### src/rtl/ws_renamer.sv
module ws_renamer #(
  parameter int NLOG  = 8,
  parameter int NPHYS = 32,
  parameter int GRP   = 4,
  parameter int NREL  = 2
) (
  input  logic                               clk,
  input  logic                               rst_n,
  input  logic                               rr_mode,
  input  logic [GRP-1:0]                     ins_valid,
  input  logic [GRP-1:0]                     subset_vec,
  input  logic [GRP*$clog2(NLOG)-1:0]        src_a_log,
  input  logic [GRP*$clog2(NLOG)-1:0]        src_b_log,
  input  logic [GRP*$clog2(NLOG)-1:0]        dst_log,
  input  logic [NREL-1:0]                    rel_valid,
  input  logic [NREL*$clog2(NPHYS)-1:0]      rel_tag,
  output logic [GRP*$clog2(NPHYS)-1:0]       src_a_phys,
  output logic [GRP*$clog2(NPHYS)-1:0]       src_b_phys,
  output logic [GRP*$clog2(NPHYS)-1:0]       dst_phys,
  output logic                               stall
);
  localparam int LW    = $clog2(NLOG);
  localparam int PW    = $clog2(NPHYS);
  localparam int SUBN  = NPHYS / 2;
  localparam int SW    = $clog2(SUBN);
  localparam int CW    = $clog2(SUBN + 1);
  localparam int INITN = SUBN - NLOG / 2;

  logic [PW-1:0] map_q  [NLOG];
  logic [SW-1:0] fl_q   [2][SUBN];
  logic [SW-1:0] head_q [2];
  logic [SW-1:0] tail_q [2];
  logic [CW-1:0] cnt_q  [2];

  logic [GRP-1:0] sel;
  logic [CW-1:0]  need   [2];
  logic [CW-1:0]  push_n [2];
  logic [PW-1:0]  dtag   [GRP];
  logic [SW-1:0]  rpos   [NREL];

  for (genvar g = 0; g < GRP; g++) begin : g_sel
    assign sel[g] = rr_mode ? 1'(g % 2) : subset_vec[g];
  end

  always_comb begin
    need[0] = '0;
    need[1] = '0;
    for (int i = 0; i < GRP; i++) begin
      dtag[i] = '0;
      if (ins_valid[i]) begin
        dtag[i] = {fl_q[sel[i]][head_q[sel[i]] + SW'(need[sel[i]])], sel[i]};
        need[sel[i]] = need[sel[i]] + CW'(1);
      end
    end
  end

  assign stall = (need[0] > cnt_q[0]) || (need[1] > cnt_q[1]);

  always_comb begin
    for (int i = 0; i < GRP; i++) begin
      logic [PW-1:0] ta, tb;
      ta = map_q[src_a_log[i*LW +: LW]];
      tb = map_q[src_b_log[i*LW +: LW]];
      for (int j = 0; j < GRP; j++) begin
        if (j < i && ins_valid[j]) begin
          if (dst_log[j*LW +: LW] == src_a_log[i*LW +: LW]) ta = dtag[j];
          if (dst_log[j*LW +: LW] == src_b_log[i*LW +: LW]) tb = dtag[j];
        end
      end
      src_a_phys[i*PW +: PW] = ta;
      src_b_phys[i*PW +: PW] = tb;
      dst_phys[i*PW +: PW]   = dtag[i];
    end
  end

  always_comb begin
    push_n[0] = '0;
    push_n[1] = '0;
    for (int k = 0; k < NREL; k++) begin
      rpos[k] = '0;
      if (rel_valid[k]) begin
        rpos[k] = tail_q[rel_tag[k*PW]] + SW'(push_n[rel_tag[k*PW]]);
        push_n[rel_tag[k*PW]] = push_n[rel_tag[k*PW]] + CW'(1);
      end
    end
  end

  always_ff @(posedge clk or negedge rst_n) begin
    if (!rst_n) begin
      for (int l = 0; l < NLOG; l++) map_q[l] <= PW'(l);
      for (int s = 0; s < 2; s++) begin
        head_q[s] <= '0;
        tail_q[s] <= SW'(INITN);
        cnt_q[s]  <= CW'(INITN);
        for (int e = 0; e < SUBN; e++)
          fl_q[s][e] <= (e < INITN) ? SW'(e + NLOG / 2) : '0;
      end
    end else begin
      if (!stall)
        for (int i = 0; i < GRP; i++)
          if (ins_valid[i]) map_q[dst_log[i*LW +: LW]] <= dtag[i];
      for (int k = 0; k < NREL; k++)
        if (rel_valid[k]) fl_q[rel_tag[k*PW]][rpos[k]] <= rel_tag[k*PW+1 +: SW];
      for (int s = 0; s < 2; s++) begin
        head_q[s] <= head_q[s] + (stall ? '0 : SW'(need[s]));
        tail_q[s] <= tail_q[s] + SW'(push_n[s]);
        cnt_q[s]  <= cnt_q[s] - (stall ? '0 : need[s]) + push_n[s];
      end
    end
  end
endmodule

### config.mk
export PLATFORM = sky130hd
export DESIGN_NAME = ws_renamer
export DESIGN_NICKNAME = d
export VERILOG_FILES = /design/src/rtl/ws_renamer.sv
export SDC_FILE = /design/constraint.sdc
export NUM_CORES = 1
export LEC_CHECK = 0
export ABC_CLOCK_PERIOD_IN_PS = 22500
export BUFFER_PORTS_ARGS = -buffer_cell sky130_fd_sc_hd__buf_4
export CAP_MARGIN = 15
export CELL_PAD_IN_SITES_DETAIL_PLACEMENT = 1
export CELL_PAD_IN_SITES_GLOBAL_PLACEMENT = 2
export CORE_AREA = 2 2 221 223
export CTS_CLUSTER_SIZE = 16
export DETAILED_ROUTE_END_ITERATION = 12
export DIE_AREA = 0 0 223 225
export HOLD_SLACK_MARGIN = 0.08
export PLACE_DENSITY_LB_ADDON = 0.1
export SLEW_MARGIN = 25
export SYNTH_ARGS = -nofsm -noshare
export SYNTH_HDL_FRONTEND = slang
export SYNTH_SLANG_ARGS = --single-unit
### constraint.sdc
create_clock -name clk -period 22.5 [get_ports clk]
set_input_delay 4.5 -clock clk [delete_from_list [all_inputs] [get_ports clk]]
set_output_delay 4.5 -clock clk [all_outputs]
set_load 0.005 [all_outputs]
==> results by group, run 1 <==
Outcome
  • Status: completed

Floorplan
  • I/O pin cnt: 120
  • Placeable core area: 0.0475 mm2
  • Chip width: 223 um
  • Number of rows in the core area: 80
  • Die H: 225 um
  • Die Area: 0.0502 mm2
  • Initial Util: 42.9%

Pwr
  • Overall Power: 3460 uW
  • Peak supply drop: 0.000113 V
  • Static Leak: 0.00874 uW
  • Pwr/cell area: 155 mW/mm2

Synthesis
  • Ys async rst share: 100%
  • Total number of yosys warnings: 0
  • Syn Inst Count: 1877
  • Syn_nets: 1987
  • Count of unique library cells instantiated by Yosys: 71
  • Mean Syn Cell Area: 10.9 um2
  • Sequential area share after synthesis: 24.3%
  • Number of synthesized flops with an enable pin: 0
  • Flip-flop and latch count after synthesis: 194
  • Netlist area before placement: 0.0204 mm2
  • Most used flip-flop cell after synthesis: sky130_fd_sc_hd__dfrtp_1

Timing
  • Worst Slack Setup Final: 8650 ps
  • Final Slew Violations: 0
  • Worst slew margin relative to its limit: 22.7%
  • Hold_ws: 536 ps
  • Post-route clock skew: 15.6 ps
  • Final setup TNS: 0 ps
  • Post-route minimum period: 13850 ps
  • Setup repair after global routing missed its margin: false
  • Tightest Pin Transition: 1150 ps
  • Hold violation total from the final report: 0
  • Final setup violation count: 0
  • Achievable clock frequency: 72.2 MHz
  • Fraction of the cycle the final worst path needs: 61.5%

Global routing
  • Vias in the first global route: 18.4k
  • First-pass GRT wire length: 124000 um
  • Tot GR Track Use: 33.7%
  • Grt ovf: 0
  • Maximum number of pins on one net before global-route repair: 79
  • Antenna violations before repair: 0

Clocking
  • Buffer cell driving the clock tree root: sky130_fd_sc_hd__clkbuf_16
  • CTS Hold Buffers Added: 0
  • Resized Gates After CTS: 0
  • CTS tree: built
  • Clock H-tree levels: 4
  • Clock Latency Late Sink: 500 ps
  • Post-CTS setup buffers: 0
  • Number of sinks handled by clock tree synthesis: 194
  • Clock buffer count from CTS: 17
  • Clock-pin slew on the worst setup and hold paths: 70 ps
  • Buffer depth of the longest clock path: 2

Drt
  • Post-route DRC: 0
  • Detail-routed via count per cell: 6.85
  • DRT iter0 DRCs: 1522
  • Via total after detailed routing: 17.3k
  • Length of the first detailed-routing pass in iterations: 5
  • Count of nets left with antenna violations after detail routing: 0
  • Total Wirelength: 82900 um
  • Post-detailed-route wirelength per cell: 32.8 um

Critical path
  • Max incr delay on CP: 660 ps
  • Cell Chain, Critical Path: buf_4, inv_1, o21ai_0, xnor2_1, o21ai_0, o41ai_1, ha_1, and3b_1, nor4_2, ha_1, nor2_1, a21oi_1, ha_1, nor2b_1, o211ai_1, a21o_1, and2_1, clkinv_2, buf_4
  • Crit path required time: 18000 ps
  • Critical path arrival: 9350 ps
  • Element type at the critical path end: primary output
  • Crit path top cell by count: sky130_fd_sc_hd__ha_1
  • R2r startpoint: head_q[0]$_DFF_PN0_
  • Top fanout value on the critical path: 57
  • Critical Setup Path Class: in -> out
  • Slowest cell on crit path: sky130_fd_sc_hd__clkinv_2
  • Number of cell instances on the worst register-to-register path: 12
  • Critical path origin: ins_valid[1]
  • Element type at the critical path start: primary input

Finish
  • Final #Nets: 2012
  • Diodes inserted: 0
  • Final Instance Area: 0.0223 mm2
  • Area growth from synthesis to final layout: 9.41%
  • Fraction of layout cells with a size suffix above 1: 42.0%
  • Number of inserted filler cells in the final layout: 5115

Flow run
  • Max cap viols: 0

Placed design
  • GPL Wtd Cong: 0.931
  • Post-detailed-placement cell area: 0.0217 mm2
  • HPWL after detailed placement: 60400 um
  • Pre-CTS worst setup slack: 8370 ps
  • Port Buffers: 119

Hold path
  • Worst hold stages: 1
  • Class of the tightest hold or removal check: reg -> reg
  • Launch instance of the worst min-delay path: cnt_q[0]$_DFF_PN0_
-- flip-flops by register name, summed over array words and instances (netlist names) --
register / flops
cnt_q: 10
fl_q: 128
head_q: 8
map_q: 40
tail_q: 8
-- logic make-up after synthesis --
logic type | Yosys count | share of synthesized area, %
multiplexers | 580 | 43.9
adder cells (fa/ha/maj) | 51 | 3.50
flip-flops | 194 | 24.3
AO/OA/AOI/OAI | 286 | 9.68
AND/OR/NAND/NOR | 498 | 11.6
XOR/XNOR | 75 | 3.26
buffers and inverters | 193 | 3.83
-- stage by stage --
stage / std cells / utilization (%)
2_1_floorplan: 1877 / -
3_3_place_gp: 2497 / 45.7
3_5_place_dp: 2498 / 45.7
4_1_cts: 2530 / 46.9
5_1_grt: 2530 / 46.9
6_report: 2530 / 46.9
-- layout by cell type, fill, tap and decap left out, drive strengths merged, types with 5 or more instances in the layout --
cell type	Yosys	layout
o221ai	7	7
mux2i	63	63
inv	53	57
fa	10	10
nor3	29	29
o221a	16	16
nand4	22	22
xor2	11	11
dfstp	76	76
o21a	21	21
clkbuf	88	21
nor4bb	7	7
nand2b	13	13
nand3	59	59
clkinv	0	6
mux4	221	221
dfrtp	118	118
or2	6	6
a311oi	7	7
o22ai	15	15
a221oi	11	11
and2	18	18
nor2	90	90
nand2	196	196
o211ai	27	27
and3	13	13
xnor2	64	64
a21boi	5	5
nor2b	24	24
o21ai	69	69
nor3b	8	8
mux2	296	296
a21o	19	19
buf	52	145
a211oi	27	27
ha	41	41
a21oi	41	41
-- layout make-up --
cell class                 instances  area, um2  area share, %
inverter                          53        200          0.897
clock inverter                    12        116          0.521
clock buffer                      20        457           2.05
tap                              615        769           3.45
multi-input combinational       1490      14700           66.0
timing repair buffer             146       1100           4.94
sequential                       194       4950           22.2
-- synth_stat cells (all sizes together), types with 3 or more instances --
master	number	area (um2)
a21oi	41	205
o21ai	69	345
a21o	19	143
or2	6	37.5
and2	18	113
nor2	90	345
a21boi	5	37.5
o22ai	15	93.8
mux2	296	3330
a211oi	27	203
xor2	11	96.3
o221a	16	180
fa	10	200
o21a	21	158
inv	53	199
nor3	29	150
nor4bb	7	70.1
a32oi	3	26.3
nand2	196	738
mux4	221	4980
o211ai	27	203
nand2b	13	81.3
dfstp	76	2000
buf	52	253
o221ai	7	61.3
and3	13	81.3
nor2b	24	150
a311oi	7	61.3
a221oi	11	96.3
nor4	3	25.0
xnor2	64	568
ha	41	513
mux2i	63	643
or3	4	25.0
nand3	59	295
nand4	22	138
dfrtp	118	2950
a2111o	4	45.0
nor3b	8	60.1
clkbuf	88	330
-- final timing paths --
path	slack, ps	end
max reg2reg	18160	map_q[4]$_DFFE_PN0N_
max	8650	stall
min	540	cnt_q[0]$_DFF_PN0_
max in group asynchronous	16350	fl_q[55]$_DFF_PN0_
min reg2reg	540	cnt_q[0]$_DFF_PN0_
min in group asynchronous	4050	map_q[35]$_DFFE_PN0N_
-- power breakdown --
group | internal [uW] | total [uW] | switching (uW)
Clock | 151 | 307 | 156
Combinational | 1070 | 2180 | 1110
Sequential | 570 | 967 | 397
Total | 1790 | 3460 | 1660
-- per-layer routing --
metal	track usage, %	up-vias	routed length [um]
met5	0	-	0
met4	17.6	0	4370
met3	6.39	233	5910
met2	56.9	853	40700
met1	41.1	8941	31900
li1	-	7304	-
-- critical path: cells and delay by family --
kind                     cells  cell delay, ps
buffers and inverters        4            1530
XOR/XNOR                     1              90
AND/OR/NAND/NOR              5            1200
AO/OA/AOI/OAI                6             970
adder cells (fa/ha/maj)      3            1010
Power figures use the tool's default switching activity.
==> run 2, diff against run 1 <==
- ABC_CLOCK_PERIOD_IN_PS: 22500 -> 12760
- clock period: 22.5 -> 12.76 ns (I/O delays scaled with it)
==> results by group, run 2 (synthesis gave the netlist of run 1 again) <==
Finish
  • Final #Nets: 2012 (unchanged)
  • Fraction of layout cells with a size suffix above 1: 42.0% (unchanged)
  • Diodes inserted: 0 (unchanged)
  • Most flop-heavy register: fl_q (unchanged)
  • Area growth from synthesis to final layout: 9.56% (was 9.41%)
  • Commonest non-fill, non-tap cells in the layout: 296 x sky130_fd_sc_hd__mux2_2, 221 x sky130_fd_sc_hd__mux4_2, 195 x sky130_fd_sc_hd__nand2_1, 144 x sky130_fd_sc_hd__buf_4, 118 x sky130_fd_sc_hd__dfrtp_1 (was 296 x sky130_fd_sc_hd__mux2_2, 221 x sky130_fd_sc_hd__mux4_2, 195 x sky130_fd_sc_hd__nand2_1, 145 x sky130_fd_sc_hd__buf_4, 118 x sky130_fd_sc_hd__dfrtp_1)
  • Flip-flop count of the largest register, all copies and words added: 128 (unchanged)
  • Most common cell after layout, fill and taps aside: sky130_fd_sc_hd__mux2_2 (unchanged)
  • Biggest regs: fl_q (128), map_q (40), cnt_q (10) (unchanged)
  • Final Instance Area: 0.0224 mm2 (was 0.0223 mm2)

Flow run
  • Max cap viols: 0 (unchanged)

Critical path
  • Top fanout value on the critical path: 28 (was 57)
  • R2R setup slack: 8340 ps (was 18160 ps)
  • Number of cell instances on the worst register-to-register path: 12 (unchanged)
  • Critical Setup Path Class: in -> out (unchanged)
  • Max incr delay on CP: 630 ps (was 660 ps)
  • Element type at the critical path end: primary output (unchanged)
  • Critical path arrival: 7420 ps (was 9350 ps)
  • Cell Chain, Critical Path: buf_4, inv_1, o21ai_0, xnor2_1, o21ai_0, o41ai_1, ha_1, inv_1, fa_1, inv_2, mux4_2, mux4_2, nand3_1, a21boi_0, mux2i_1, buf_4 (was buf_4, inv_1, o21ai_0, xnor2_1, o21ai_0, o41ai_1, ha_1, and3b_1, nor4_2, ha_1, nor2_1, a21oi_1, ha_1, nor2b_1, o211ai_1, a21o_1, and2_1, clkinv_2, buf_4)
  • R2r startpoint: head_q[0]$_DFF_PN0_ (unchanged)
  • Element type at the critical path start: primary input (unchanged)
  • Crit path required time: 10210 ps (was 18000 ps)
  • Slowest cell on crit path: sky130_fd_sc_hd__fa_1 (was sky130_fd_sc_hd__clkinv_2)
  • Endpoint of the worst register-to-register path: map_q[9]$_DFFE_PN0N_ (was map_q[4]$_DFFE_PN0N_)

Global routing
  • Tot GR Track Use: 33.8% (was 33.7%)
  • Grt ovf: 0 (unchanged)
  • Antenna violations before repair: 0 (unchanged)
  • First-pass GRT wire length: 124000 um (about the same)
  • Vias in the first global route: 18.3k (was 18.4k)
  • Maximum number of pins on one net before global-route repair: 83 (was 79)

Floorplan
  • I/O pin cnt: 120 (unchanged)
  • Chip width: 223 um (unchanged)
  • Die H: 225 um (unchanged)
  • Number of rows in the core area: 80 (unchanged)
  • Placeable core area: 0.0475 mm2 (unchanged)
  • Die Area: 0.0502 mm2 (unchanged)
  • Initial Util: 42.9% (unchanged)

Hold path
  • Class of the tightest hold or removal check: reg -> reg (unchanged)
  • Worst hold stages: 1 (unchanged)
  • Terminating pin of the worst hold path: tail_q[2]$_DFF_PN1_ (was cnt_q[0]$_DFF_PN0_)
  • Launch instance of the worst min-delay path: tail_q[2]$_DFF_PN1_ (was cnt_q[0]$_DFF_PN0_)

Pwr
  • Static Leak: 0.00876 uW (was 0.00874 uW)
  • Part of the power in registers: 27.6% (was 28.0%)
  • Pwr/cell area: 275 mW/mm2 (was 155 mW/mm2)
  • Power spent charging and discharging nets: 2970 uW (was 1660 uW)
  • Switch share: 48.3% (was 48.1%)
  • Clock share of power: 9.4% (was 8.9%)
  • Internal cell power: 3180 uW (was 1790 uW)
  • Share of power burned in combinational logic: 62.9% (was 63.1%)
  • Overall Power: 6150 uW (was 3460 uW)
  • Peak supply drop: 0.000173 V (was 0.000113 V)

Drt
  • DRT iter0 DRCs: 1596 (was 1522)
  • Via total after detailed routing: 17.4k (was 17.3k)
  • Count of nets left with antenna violations after detail routing: 0 (unchanged)
  • Post-route DRC: 0 (unchanged)
  • Detail-routed via count per cell: 6.90 (was 6.85)
  • Total Wirelength: 83400 um (was 82900 um)
  • Post-detailed-route wirelength per cell: 33.0 um (was 32.8 um)
  • Length of the first detailed-routing pass in iterations: 5 (unchanged)

Placed design
  • HPWL after detailed placement: 59800 um (was 60400 um)
  • Post-detailed-placement cell area: 0.0217 mm2 (about the same)
  • Port Buffers: 119 (unchanged)
  • GPL Wtd Cong: 0.932 (was 0.931)
  • Pre-CTS worst setup slack: 2540 ps (was 8370 ps)

Timing
  • Tightest Pin Transition: 1080 ps (was 1150 ps)
  • Final setup violation count: 0 (unchanged)
  • Hold violation total from the final report: 0 (unchanged)
  • Achievable clock frequency: 100 MHz
  • Worst slew margin relative to its limit: 27.9% (was 22.7%)
  • Final setup TNS: 0 ps (unchanged)
  • Hold_ws: 539 ps (was 536 ps)
  • Post-route clock skew: 28.5 ps (was 15.6 ps)
  • Post-route minimum period: 9970 ps
  • Fraction of the cycle the final worst path needs: 78.2%
  • Setup repair after global routing missed its margin: false (unchanged)
  • Final Slew Violations: 0 (unchanged)
  • Worst Slack Setup Final: 2790 ps (was 8650 ps)

Clocking
  • Post-CTS setup buffers: 0 (unchanged)
  • CTS tree: built (unchanged)
  • Number of sinks handled by clock tree synthesis: 194 (unchanged)
  • Clock H-tree levels: 4 (unchanged)
  • Buffer depth of the longest clock path: 2 (unchanged)
  • Clock-pin slew on the worst setup and hold paths: 80 ps (was 70 ps)
  • Resized Gates After CTS: 0 (unchanged)
  • Buffer cell driving the clock tree root: sky130_fd_sc_hd__clkbuf_16 (unchanged)
  • CTS Hold Buffers Added: 0 (unchanged)
  • Clock buffer count from CTS: 17 (unchanged)
  • Clock Latency Late Sink: 510 ps (was 500 ps)

Outcome
  • Status: completed (unchanged)
## run 2: how the worst max path moves through the flow
stage / cells past startpoint / startpoint / slack (ps) / endpoint
6_report: 16 / ins_valid[1] / 2790 / src_a_phys[16]
5_1_grt: 15 / rr_mode / 2590 / src_a_phys[16]
4_1_cts: 15 / rr_mode / 2550 / dst_phys[18]
3_5_place_dp: 15 / rr_mode / 2540 / dst_phys[18]
3_3_place_gp: 15 / rr_mode / 2750 / dst_phys[17]
2_1_floorplan: 21 / rr_mode / 3260 / stall
## run 2: worst max-delay path: cells and delay by family
kind / cells / cell delay [ps]
AO/OA/AOI/OAI: 4 / 1060
XOR/XNOR: 1 / 140
adder cells (fa/ha/maj): 2 / 890
buffers and inverters: 5 / 1290
multiplexers: 3 / 1030
AND/OR/NAND/NOR: 1 / 420
## run 2: power by group through the flow
stage	Clock, uW	Combinational (uW)	Sequential, uW
finish	580	3870	1700
global route	609	4100	1720
CTS	592	3850	1670
detailed placement	0	3830	1680
global placement	0	3740	1650
floorplan	0	2660	1270
## run 2: layout make-up
class                   instances  area [um2]
clock buffers                  17         425
clock inverters                15         165
fillers                      5082       25200
inverters                      53         199
flip-flops and latches        194        4950
repair buffers                146        1110
well taps                     615         769
multi-input cells            1490       14700
## run 2: layer usage
metal | global-route usage (%) | vias up | wire length (um)
met4 | 16.2 | 0 | 3850
met2 | 58.2 | 812 | 41700
li1 | - | 7289 | -
met1 | 41.6 | 9122 | 32500
met5 | 0 | - | 0
met3 | 5.50 | 226 | 5340
## run 2: metrics by stage
step,util [%],instances
after CTS,47.0,2529
after global placement,45.7,2496
after global routing,47.0,2530
after detailed placement,45.7,2497
final,47.0,2530
after floorplan,-,1877
